<file path="src/rtl/adc_seq.sv">
module adc_seq #(
  parameter int RES   = 12,
  parameter int DIVW  = 3,
  parameter int CODEW = 4,
  parameter int TMRW  = 10
) (
  input  logic             clk,
  input  logic             rst_n,
  input  logic             pwr,
  input  logic             arm,
  input  logic             pulse_mode,
  input  logic [1:0]       clk_sel,
  input  logic [DIVW-1:0]  div_sel,
  input  logic [1:0]       trig_sel,
  input  logic             trig_inv,
  input  logic [CODEW-1:0] samp_code,
  input  logic [3:0]       clk_en,
  input  logic             sw_start,
  input  logic [2:0]       tmr_trig,
  input  logic             comp,
  output logic             samp,
  output logic             busy,
  output logic [RES-1:0]   trial,
  output logic [RES-1:0]   result,
  output logic             done
);
  typedef enum logic [1:0] {IDLE, SAMPLE, CONV} st_t;
  localparam logic [RES-1:0] TOP = {1'b1, {(RES-1){1'b0}}};

  st_t             st;
  logic [DIVW-1:0] dcnt;
  logic [TMRW-1:0] tmr, len_m1;
  logic [RES-1:0]  sar, ptr;
  logic [3:0]      trig_vec;
  logic            src_en, tick, trig_raw, trig_s, trig_q, samp_end;

  assign src_en   = clk_en[clk_sel];
  assign tick     = pwr && src_en && (dcnt == div_sel);
  assign trig_vec = {tmr_trig, sw_start};
  assign trig_raw = trig_vec[trig_sel] ^ trig_inv;
  assign len_m1   = (samp_code >= CODEW'(TMRW - 2)) ? '1
                  : TMRW'((32'd4 << samp_code) - 32'd1);
  assign samp_end = pulse_mode ? (tmr == '0) : !trig_s;

  assign samp  = (st == SAMPLE);
  assign busy  = (st != IDLE);
  assign trial = sar;

  always_ff @(posedge clk or negedge rst_n) begin
    if (!rst_n)
      dcnt <= '0;
    else if (!pwr)
      dcnt <= '0;
    else if (src_en)
      dcnt <= (dcnt == div_sel) ? '0 : dcnt + 1'b1;
  end

  always_ff @(posedge clk or negedge rst_n) begin
    if (!rst_n) begin
      st     <= IDLE;
      trig_s <= 1'b0;
      trig_q <= 1'b0;
      tmr    <= '0;
      sar    <= '0;
      ptr    <= '0;
      result <= '0;
      done   <= 1'b0;
    end else if (!pwr) begin
      st     <= IDLE;
      trig_s <= 1'b0;
      trig_q <= 1'b0;
      tmr    <= '0;
      ptr    <= '0;
      done   <= 1'b0;
    end else begin
      done <= 1'b0;
      if (tick) begin
        trig_s <= trig_raw;
        trig_q <= trig_s;
        case (st)
          IDLE: begin
            if (arm && trig_s && !trig_q) begin
              st  <= SAMPLE;
              tmr <= len_m1;
            end
          end
          SAMPLE: begin
            if (samp_end) begin
              st  <= CONV;
              sar <= TOP;
              ptr <= TOP;
            end else if (tmr != '0) begin
              tmr <= tmr - 1'b1;
            end
          end
          CONV: begin
            if (ptr == '0) begin
              result <= sar;
              done   <= 1'b1;
              st     <= IDLE;
            end else begin
              sar <= (sar & ~ptr) | (comp ? ptr : '0) | (ptr >> 1);
              ptr <= ptr >> 1;
            end
          end
          default: st <= IDLE;
        endcase
      end
    end
  end
endmodule

</file>
<file path="config.mk">
export PLATFORM = sky130hd
export DESIGN_NAME = adc_seq
export DESIGN_NICKNAME = d
export VERILOG_FILES = /design/src/rtl/adc_seq.sv
export SDC_FILE = /design/constraint.sdc
export NUM_CORES = 1
export LEC_CHECK = 0
export ABC_CLOCK_PERIOD_IN_PS = 5800
export BUFFER_PORTS_ARGS = -buffer_cell sky130_fd_sc_hd__clkbuf_2
export CORE_UTILIZATION = 47
export DETAILED_ROUTE_END_ITERATION = 8
export PLACE_DENSITY = 0.73
export SYNTH_ARGS = -nofsm -noshare
export SYNTH_HDL_FRONTEND = slang
export SYNTH_SLANG_ARGS = --single-unit
</file>
<file path="constraint.sdc">
create_clock -name clk -period 5.8 [get_ports clk]
set_input_delay 0.87 -clock clk [delete_from_list [all_inputs] [get_ports clk]]
set_output_delay 0.87 -clock clk [all_outputs]
set_load 0.01 [all_outputs]
</file>
* Word-level counts from Yosys, hierarchy flattened
Index checks and enable logic that the tools add are counted.
Storage, ports and cells: register bits 54, input bits 26, output and inout port bits 27, logic and storage cells 90
Operators by class: $add $sub $neg 3, magnitude comparators 3, equal/unequal tests 15, shift operators 1, multiplexer cells 37, bitwise operators 5, reductions and logical operators 17
Operators with widths (count):
- 12-bit 2-to-1 mux | 6
- 10-bit 2-to-1 mux | 6
- 12-bit one-hot mux with 2 select lines | 2
- 10-bit one-hot mux with 2 select lines | 1
- 10-bit by 1-bit subtractor with 10-bit output (second input constant) | 2
- 12-bit bitwise AND | 1
- 12-bit logical NOT | 1
- 3-bit inequality test (second input constant) | 4
- 12-bit NOT | 1
- 12-bit by 11-bit bitwise OR with 12-bit output | 1
- 12-bit bitwise OR | 1
- 4-bit AND reduction | 3
- 1-bit 2-to-1 mux | 11
- 10-bit logical NOT | 1
- 2-bit 2-to-1 mux | 5
- 5-bit AND reduction | 2
- 10-bit nonzero test | 1
- 3-bit by 4-bit << shifter with 10-bit output (first input constant) | 1
- 3-bit 2-to-1 mux | 3
- 2-bit by 3-bit less-than comparator with 1-bit output (second input constant) | 2
- 2-bit by 1-bit inequality test with 1-bit output (second input constant) | 3
- 3-bit by 1-bit inequality test with 1-bit output (second input constant) | 2
- 3-bit by 2-bit inequality test with 1-bit output (second input constant) | 2
- 2-bit one-hot mux with 3 select lines | 1
- other kinds (12) | 18

* Longest topological paths before layout
Gate-level depths: netlist of run 1.
word-level depth 7, gate-level depth with buffers 8, depth with buffers taken out 8

* Least setup slack after synthesis of run 1
Ideal clock, no wire load.
path type input -> register, start point in clk_sel[0], end point reg result[0], setup time 0.125 ns, arrival time 2.302 ns, setup slack 3.373 ns, stages on the path 5, path buffers 1, cell sequence mux4_2 > and4_1 > nand3_1 > buf_4 > mux2_2
Between the ends: cells in the longest elaborated chain, start to end 5
RTL lines:
- start, declared | line 12 | input logic [1:0] clk_sel,
- 1-bit binary-select mux with 2-bit select | line 37 | assign src_en = clk_en[clk_sel];
- 1-bit 2-to-1 mux (not written as such) | line 37
- 1-bit logical AND (2 in a row) | line 38 | assign tick = pwr && src_en && (dcnt == div_sel);
- 4-bit AND reduction (no line)
- end signal, assigned | line 98 | result <= sar;
- end, declared | line 24 | output logic [RES-1:0] result,
Every way passes these cells. The select of a mux whose other input is x is not followed. A chain may end at the register's enable or synchronous reset.

* Worst setup path after layout of run 1
start point reg tmr[0], end point reg ptr[6]
Between the ends: cells in the longest elaborated chain, start to end 4
RTL lines:
- start, declared | line 32 | logic [TMRW-1:0] tmr, len_m1;
- start signal, assigned | line 84 | tmr <= len_m1;
- start signal, assigned | line 93 | tmr <= tmr - 1'b1;
- 10-bit logical NOT | line 43 | assign samp_end = pulse_mode ? (tmr == '0) : !trig_s;
- 1-bit 2-to-1 mux | line 43
- 3-bit by 2-bit inequality test with 1-bit output (no line)
- 4-bit AND reduction (no line)
- end signal, assigned | line 103 | ptr <= ptr >> 1;
- end, declared | line 33 | logic [RES-1:0] sar, ptr;
Every way passes these cells.

==> results of run 1 <==
-- path summary, 6_finish.rpt --
| kind | endpoint | cells past startpoint |
|---|---|---|
| worst max register to register | ptr[6]$_DFFE_PN0P_ | 7 |
| worst max-delay path | ptr[6]$_DFFE_PN0P_ | 7 |
| min in group asynchronous | result[1]$_DFFE_PN0P_ | 2 |
| max in group asynchronous | tmr[5]$_DFFE_PN0P_ | 2 |
| worst min-delay path | result[9]$_DFFE_PN0P_ | 1 |
| worst min register to register | result[9]$_DFFE_PN0P_ | 1 |
-- kinds of logic after synthesis --
family / count (synthesis) / share of synthesized area, %
AOI/OAI and AO/OA: 91 / 20.89
xor gates and xnor gates: 6 / 1.704
adders and majority gates: 8 / 3.246
buffers and inverters: 29 / 4.259
DFF: 54 / 43.81
muxes: 19 / 7.546
and+or+nand+nor: 105 / 18.54
-- stage by stage --
step / cells / setup WS, ps
after floorplan: 312 / 3373
after global placement: 424 / 2795
after detailed placement: 424 / 2701
after CTS: 432 / 2966
after global routing: 432 / 2718
final: 432 / 2918
-- synth_stat cells, types with 2 or more instances --
cell	count
sky130_fd_sc_hd__o221a_2	10
sky130_fd_sc_hd__a31oi_1	8
sky130_fd_sc_hd__a21oi_1	26
sky130_fd_sc_hd__dfrtp_1	54
sky130_fd_sc_hd__o21ai_0	19
sky130_fd_sc_hd__clkbuf_1	12
sky130_fd_sc_hd__o31ai_1	3
sky130_fd_sc_hd__nand2_1	18
sky130_fd_sc_hd__nor2b_1	2
sky130_fd_sc_hd__o211ai_1	3
sky130_fd_sc_hd__nand3b_1	3
sky130_fd_sc_hd__nand4_1	7
sky130_fd_sc_hd__nand2b_1	3
sky130_fd_sc_hd__a211oi_1	3
sky130_fd_sc_hd__nor3_1	3
sky130_fd_sc_hd__mux2_2	14
sky130_fd_sc_hd__mux2i_1	3
sky130_fd_sc_hd__buf_6	2
sky130_fd_sc_hd__mux4_2	2
sky130_fd_sc_hd__xnor2_1	5
sky130_fd_sc_hd__nor3_2	2
sky130_fd_sc_hd__nor2_1	26
sky130_fd_sc_hd__nand3_1	21
sky130_fd_sc_hd__nor3b_1	2
sky130_fd_sc_hd__a41oi_1	11
sky130_fd_sc_hd__nor4_1	4
sky130_fd_sc_hd__and2_1	2
sky130_fd_sc_hd__inv_1	11
sky130_fd_sc_hd__ha_1	8
sky130_fd_sc_hd__and4_1	2
sky130_fd_sc_hd__buf_2	2
-- worst max-delay path, delay by kind of cell (launching register included) --
kind	cells	cell delay, ps
AOI/OAI and AO/OA	2	1340
adders and majority gates	1	150
buffers and inverters	1	120
DFF	1	440
and+or+nand+nor	3	730
-- area by class of cell --
cell class | count | area, um2 | area share, %
Sequential cell | 54 | 1351 | 38.96
Clock buffer | 6 | 72.57 | 2.092
Clock inverter | 2 | 37.54 | 1.082
Inverter | 11 | 41.29 | 1.190
Tap cell | 77 | 96.34 | 2.778
Timing Repair Buffer | 53 | 267.8 | 7.720
Multi-Input combinational cell | 229 | 1602 | 46.18
-- flip-flops by register name (all words and copies together) (netlist names) --
signal,flops
trig_q,1
done,1
result,12
ptr,12
st,2
dcnt,3
tmr,10
trial,12
trig_s,1
-- per-layer routing --
metal	part of all wire (%)	vias up	track usage, %
met3	5.0	8	3.678
met2	49	93	35.25
met5	0	-	0
met1	45	1326	26.90
li1	-	1258	-
met4	0.86	0	4.859
-- power by group through the flow --
stage	clock, W	sequential, W	combinational, W
after CTS	0.000260	0.000392	0.0000811
after global routing	0.000274	0.000394	0.0000897
after global placement	0	0.000399	0.0000789
final	0.000257	0.000393	0.0000805
after floorplan	0	0.000397	0.0000535
after detailed placement	0	0.000399	0.0000808
==> flow_summary.rst, run 1 <==
.. list-table::
   :header-rows: 1

   * - Metric
     - Value
   * - Final TNS setup
     - 0 ps
   * - Share of layout cells above drive strength 1
     - 27.32%
   * - I/O pins
     - 53
   * - Floorplan die area
     - 6890 um2
   * - Maximum number of pins on one net before global-route repair
     - 55
   * - Total routing usage reported by global routing
     - 20.51%
   * - Post-Synthesis Mean Instance Area
     - 9.885 um2
   * - Number of buffers inserted by port buffering
     - 52
   * - Critical path launch point
     - tmr[0]$_DFFE_PN0P_
   * - Slew of the pin with the lowest slew margin
     - 1302 ps
   * - CP max-delay cell
     - sky130_fd_sc_hd__a211oi_1
   * - Tmin final
     - 2882 ps
   * - Final Total Pwr
     - 0.0007303 W
   * - Post-synth EDFFs
     - 0
   * - Max-slew violations
     - 0
   * - Cell variety after synth
     - 52
   * - Period utilization
     - 49.69%
   * - Path category of the worst min-delay check
     - flop to flop
   * - Worst slew margin relative to its limit
     - 12.65%
   * - Fmax
     - 347.0 MHz
   * - Startpoint type of the worst setup path
     - flop
   * - Areal power density over the cells
     - 210.6 nW/um2
   * - Final instance area
     - 3468 um2
   * - Final number of setup-violating endpoints
     - 0
   * - Switching portion of total power
     - 25.76%
   * - Top library cells by usage in the layout, fill and taps aside
     - sky130_fd_sc_hd__dfrtp_1, sky130_fd_sc_hd__clkbuf_2, sky130_fd_sc_hd__nor2_1, sky130_fd_sc_hd__a21oi_1, sky130_fd_sc_hd__nand3_1
   * - Worst-case vdd ir drop
     - 0.1297 mV
   * - Starting density of the core
     - 48.57%
   * - Critical path cell sequence
     - inv_1 > ha_1 > nor3b_1 > nand4_2 > a211oi_1 > nand3_1 > a21oi_1
   * - Final core utilization
     - 54.62%
   * - First-pass GRT wire length
     - 11.75 mm
   * - Cell area after synthesis
     - 3084 um2
   * - TritonCTS clock tree
     - built
   * - Total global routing overflow
     - 0
   * - Number of nets in the final layout
     - 388
   * - Worst-case register-to-register setup slack
     - 2920 ps
   * - Area of the core
     - 6350 um2
   * - Number of buffers inserted by post-CTS setup repair
     - 0
   * - Count of endpoints failing hold in the final timing report
     - 0
   * - Critical path arrival
     - 3110 ps
   * - Placed cell area
     - 3358 um2
   * - Psw
     - 0.0001881 W
   * - Synth Warn #
     - 0
   * - Post-Synthesis Cells
     - 312
   * - Clock transition at path regs
     - 100 ps
   * - Post-detailed-route DRC marker count
     - 0
   * - Data required time of the critical path
     - 6030 ps
   * - Clock Tree Buf Depth
     - 2
   * - Width of the chip
     - 83.01 um
   * - Initial antenna violation count
     - 0
   * - Via count of the first global-routing pass
     - 2511
   * - Status
     - finished clean
   * - Most common cell after layout, fill and taps aside
     - sky130_fd_sc_hd__dfrtp_1
   * - Post_cts resized
     - 0
   * - Synthesized flop and latch total
     - 54
   * - Inserted Diodes
     - 0
   * - Number of hold buffers added after CTS
     - 0
   * - Remaining number of nets flagged by the antenna check after routing
     - 0
   * - Highest cell delay on the worst timing path
     - 1130 ps
   * - Total wirelength of the detailed-routed design
     - 6.884 mm
   * - Portion of total power attributed to sequential cells
     - 53.7%
   * - FP Rows
     - 29
   * - Start-to-end type of the worst setup path
     - flop to flop
   * - Cell-internal power
     - 0.0005422 W
   * - Worst Clk Skew
     - 6.506 ps
   * - Leakage Power
     - 1.538 nW
   * - Clock root cell
     - sky130_fd_sc_hd__clkbuf_8
   * - Area delta synth->final
     - 12.45%
   * - Via density
     - 6.215
   * - Top-area cell type share of the netlist area
     - 43.81%
   * - Overall via count from detail_route
     - 2685
   * - Number of sinks handled by clock tree synthesis
     - 54
   * - Height of the die
     - 83.01 um
   * - Clk_lat worst skew
     - 310 ps
   * - Post-synth top area cell
     - sky130_fd_sc_hd__dfrtp_1
   * - Total clock buffers created by CTS
     - 5
   * - CTS H-Tree Depth
     - 2
   * - Critical Path End Type
     - flop
   * - Half-perimeter wire length after detailed placement
     - 4.777 mm
   * - Sequential element share of the synthesized area
     - 43.81%
   * - Net Count, Synth
     - 346
   * - Startpoint of the lowest-slack register-to-register path
     - tmr[0]$_DFFE_PN0P_
   * - Final-layout worst hold slack
     - 510.0 ps
   * - Ranking of synthesized cells by area
     - sky130_fd_sc_hd__dfrtp_1, sky130_fd_sc_hd__mux2_2, sky130_fd_sc_hd__a21oi_1, sky130_fd_sc_hd__o221a_2, sky130_fd_sc_hd__nand3_1
   * - Async set-or-reset flop fraction in the synthesized netlist
     - 100.0%
   * - MaxCap Viol Count
     - 0
   * - Part of the power in the clock network
     - 35.2%
   * - RSZ-0062 raised after global routing
     - no
   * - Filler Cell Count
     - 598
   * - Number of DRC markers after the initial detailed-route iteration
     - 198
   * - Number of optimization iterations in the first detailed-route pass
     - 4
   * - Maximum fanout count along the critical path
     - 11
   * - Predominant post-synthesis flop cell
     - sky130_fd_sc_hd__dfrtp_1
   * - Routability Congestion
     - 0.8288
   * - Startpoint of the lowest-slack hold path
     - result[9]$_DFFE_PN0P_
   * - Share of total power in combinational logic
     - 11.0%
   * - Wirelength per Cell
     - 15.94 um
(Power assumes the default switching activity.)
==> run 2, diff against run 1 <==
Settings changed: ABC_CLOCK_PERIOD_IN_PS 5800 to 3000.
Clock period 5.8 ns to 3 ns, I/O delays scaled along.
==> flow_summary.rst, run 2 (same netlist as run 1, synthesis figures left out) <==
.. list-table::
   :header-rows: 1

   * - Metric
     - Value
   * - Count of endpoints failing hold in the final timing report
     - 0
   * - Data required time of the critical path
     - 3230 ps
   * - Height of the die
     - 83.01 um
   * - First-pass GRT wire length
     - 11.77 mm
   * - Wirelength per Cell
     - 15.52 um
   * - Total routing usage reported by global routing
     - 20.71%
   * - Critical Path End Type
     - flop
   * - Total clock buffers created by CTS
     - 5
   * - Clock root cell
     - sky130_fd_sc_hd__clkbuf_8
   * - TritonCTS clock tree
     - built
   * - CP max-delay cell
     - sky130_fd_sc_hd__nand3b_1
   * - Routability Congestion
     - 0.8120
   * - Path category of the worst min-delay check
     - input pin to async pin
   * - Clock Tree Buf Depth
     - 2
   * - Overall via count from detail_route
     - 2623
   * - Via density
     - 5.989
   * - Number of DRC markers after the initial detailed-route iteration
     - 217
   * - Maximum number of pins on one net before global-route repair
     - 55
   * - I/O pins
     - 53
   * - Placed cell area
     - 3403 um2
   * - Count of placed standard cells in the final layout, fillers left out
     - 438
   * - Post_cts resized
     - 0
   * - Period utilization
     - 80.77%
   * - Highest cell delay on the worst timing path
     - 460 ps
   * - Via count of the first global-routing pass
     - 2513
   * - Number of placed cells counting well taps
     - 430
   * - Number of nets in the final layout
     - 394
   * - Startpoint type of the worst setup path
     - flop
   * - Worst slew margin relative to its limit
     - 52.72%
   * - Slew of the pin with the lowest slew margin
     - 708.4 ps
   * - Critical path arrival
     - 2650 ps
   * - Start-to-end type of the worst setup path
     - flop to flop
   * - Worst Clk Skew
     - 3.116 ps
   * - Floorplan die area
     - 6890 um2
   * - CTS H-Tree Depth
     - 2
   * - RSZ-0062 raised after global routing
     - no
   * - Final instance area
     - 3503 um2
   * - Clk_lat worst skew
     - 300 ps
   * - Final number of setup-violating endpoints
     - 0
   * - Number of sinks handled by clock tree synthesis
     - 54
   * - Inserted Diodes
     - 0
   * - Share of layout cells above drive strength 1
     - 28.81%
   * - FP Rows
     - 29
   * - Number of optimization iterations in the first detailed-route pass
     - 4
   * - Width of the chip
     - 83.01 um
   * - Fmax
     - 412.7 MHz
   * - Areal power density over the cells
     - 387.6 nW/um2
   * - Top library cells by usage in the layout, fill and taps aside
     - sky130_fd_sc_hd__dfrtp_1, sky130_fd_sc_hd__clkbuf_2, sky130_fd_sc_hd__nor2_1, sky130_fd_sc_hd__a21oi_1, sky130_fd_sc_hd__nand3_1
   * - Number of buffers inserted by post-CTS setup repair
     - 0
   * - Remaining number of nets flagged by the antenna check after routing
     - 0
   * - Max-slew violations
     - 0
   * - Critical path cell sequence
     - inv_1 > ha_1 > nor3b_1 > a31oi_1 > nand3b_1 > and2_1 > o21ai_0
   * - Starting density of the core
     - 48.57%
   * - Half-perimeter wire length after detailed placement
     - 4.854 mm
   * - Total global routing overflow
     - 0
   * - Leakage Power
     - 1.570 nW
   * - Area delta synth->final
     - 13.59%
   * - Initial antenna violation count
     - 0
   * - Setup slack after layout
     - 577.0 ps
   * - Maximum fanout count along the critical path
     - 11
   * - Clock transition at path regs
     - 100 ps
   * - Worst-case vdd ir drop
     - 0.2635 mV
   * - Total wirelength of the detailed-routed design
     - 6.797 mm
   * - Post-detailed-route DRC marker count
     - 0
   * - MaxCap Viol Count
     - 0
   * - Most common cell after layout, fill and taps aside
     - sky130_fd_sc_hd__dfrtp_1
   * - Status
     - finished clean
   * - Area of the core
     - 6350 um2
   * - Number of buffers inserted by port buffering
     - 52
   * - Number of hold buffers added after CTS
     - 0
   * - Tmin final
     - 2423 ps
   * - Final TNS setup
     - 0 ps
   * - Worst slack at placement
     - 541.4 ps
-- run 2: worst max-delay path: cells and delay by family, from the launching register on --
kind | cells | cell delay, ps
fa+ha+maj | 1 | 150
simple gates | 3 | 1230
flops | 1 | 440
compound gates | 2 | 410
buf+inv | 1 | 110
-- run 2: final timing paths --
kind	start	cells past startpoint	endpoint	slack (ps)
max in group asynchronous	rst_n	2	tmr[6]$_DFFE_PN0P_	2280
hold / removal	rst_n	2	result[1]$_DFFE_PN0P_	250
setup / recovery	tmr[0]$_DFFE_PN0P_	7	tmr[1]$_DFFE_PN0P_	580
setup reg to reg	tmr[0]$_DFFE_PN0P_	7	tmr[1]$_DFFE_PN0P_	580
min in group clk	trig_inv	3	trig_s$_DFFE_PN0P_	460
hold reg to reg	result[3]$_DFFE_PN0P_	1	result[3]$_DFFE_PN0P_	510
-- run 2: final cells by class --
type	instances	area, um2
multi-input cells	229	1602
flip-flops and latches	54	1351
repair buffers	59	312.8
clock buffers	6	82.58
inverters	11	41.29
clock inverters	2	17.52
fillers	566	2846
well taps	77	96.34
-- run 2: power breakdown --
| group | total (W) | internal [W] | switching, W |
|---|---|---|---|
| combinational | 0.000160 | 0.0000617 | 0.0000981 |
| sequential | 0.000758 | 0.000740 | 0.0000177 |
| clock | 0.000440 | 0.000191 | 0.000249 |
| total | 0.00136 | 0.000993 | 0.000365 |
-- run 2: layer usage --
metal	track usage [%]	vias to the layer above	wire, um
met5	0	-	0
met4	5.799	0	65
met3	3.082	7	331
met2	34.20	87	3353
met1	28.48	1263	3047
li1	-	1266	-
-- run 2: stage by stage --
step / power [W] / hold WS, ps / utilization, %
6_report: 0.001358 / 248.7 / 55.17
4_1_cts: 0.001374 / 284.3 / 55.17
5_1_grt: 0.001415 / 323.5 / 55.17
3_5_place_dp: 0.0009321 / 492.9 / 53.60
3_3_place_gp: 0.0009271 / 486.8 / 53.60
2_1_floorplan: 0.0008714 / 154.4 / -
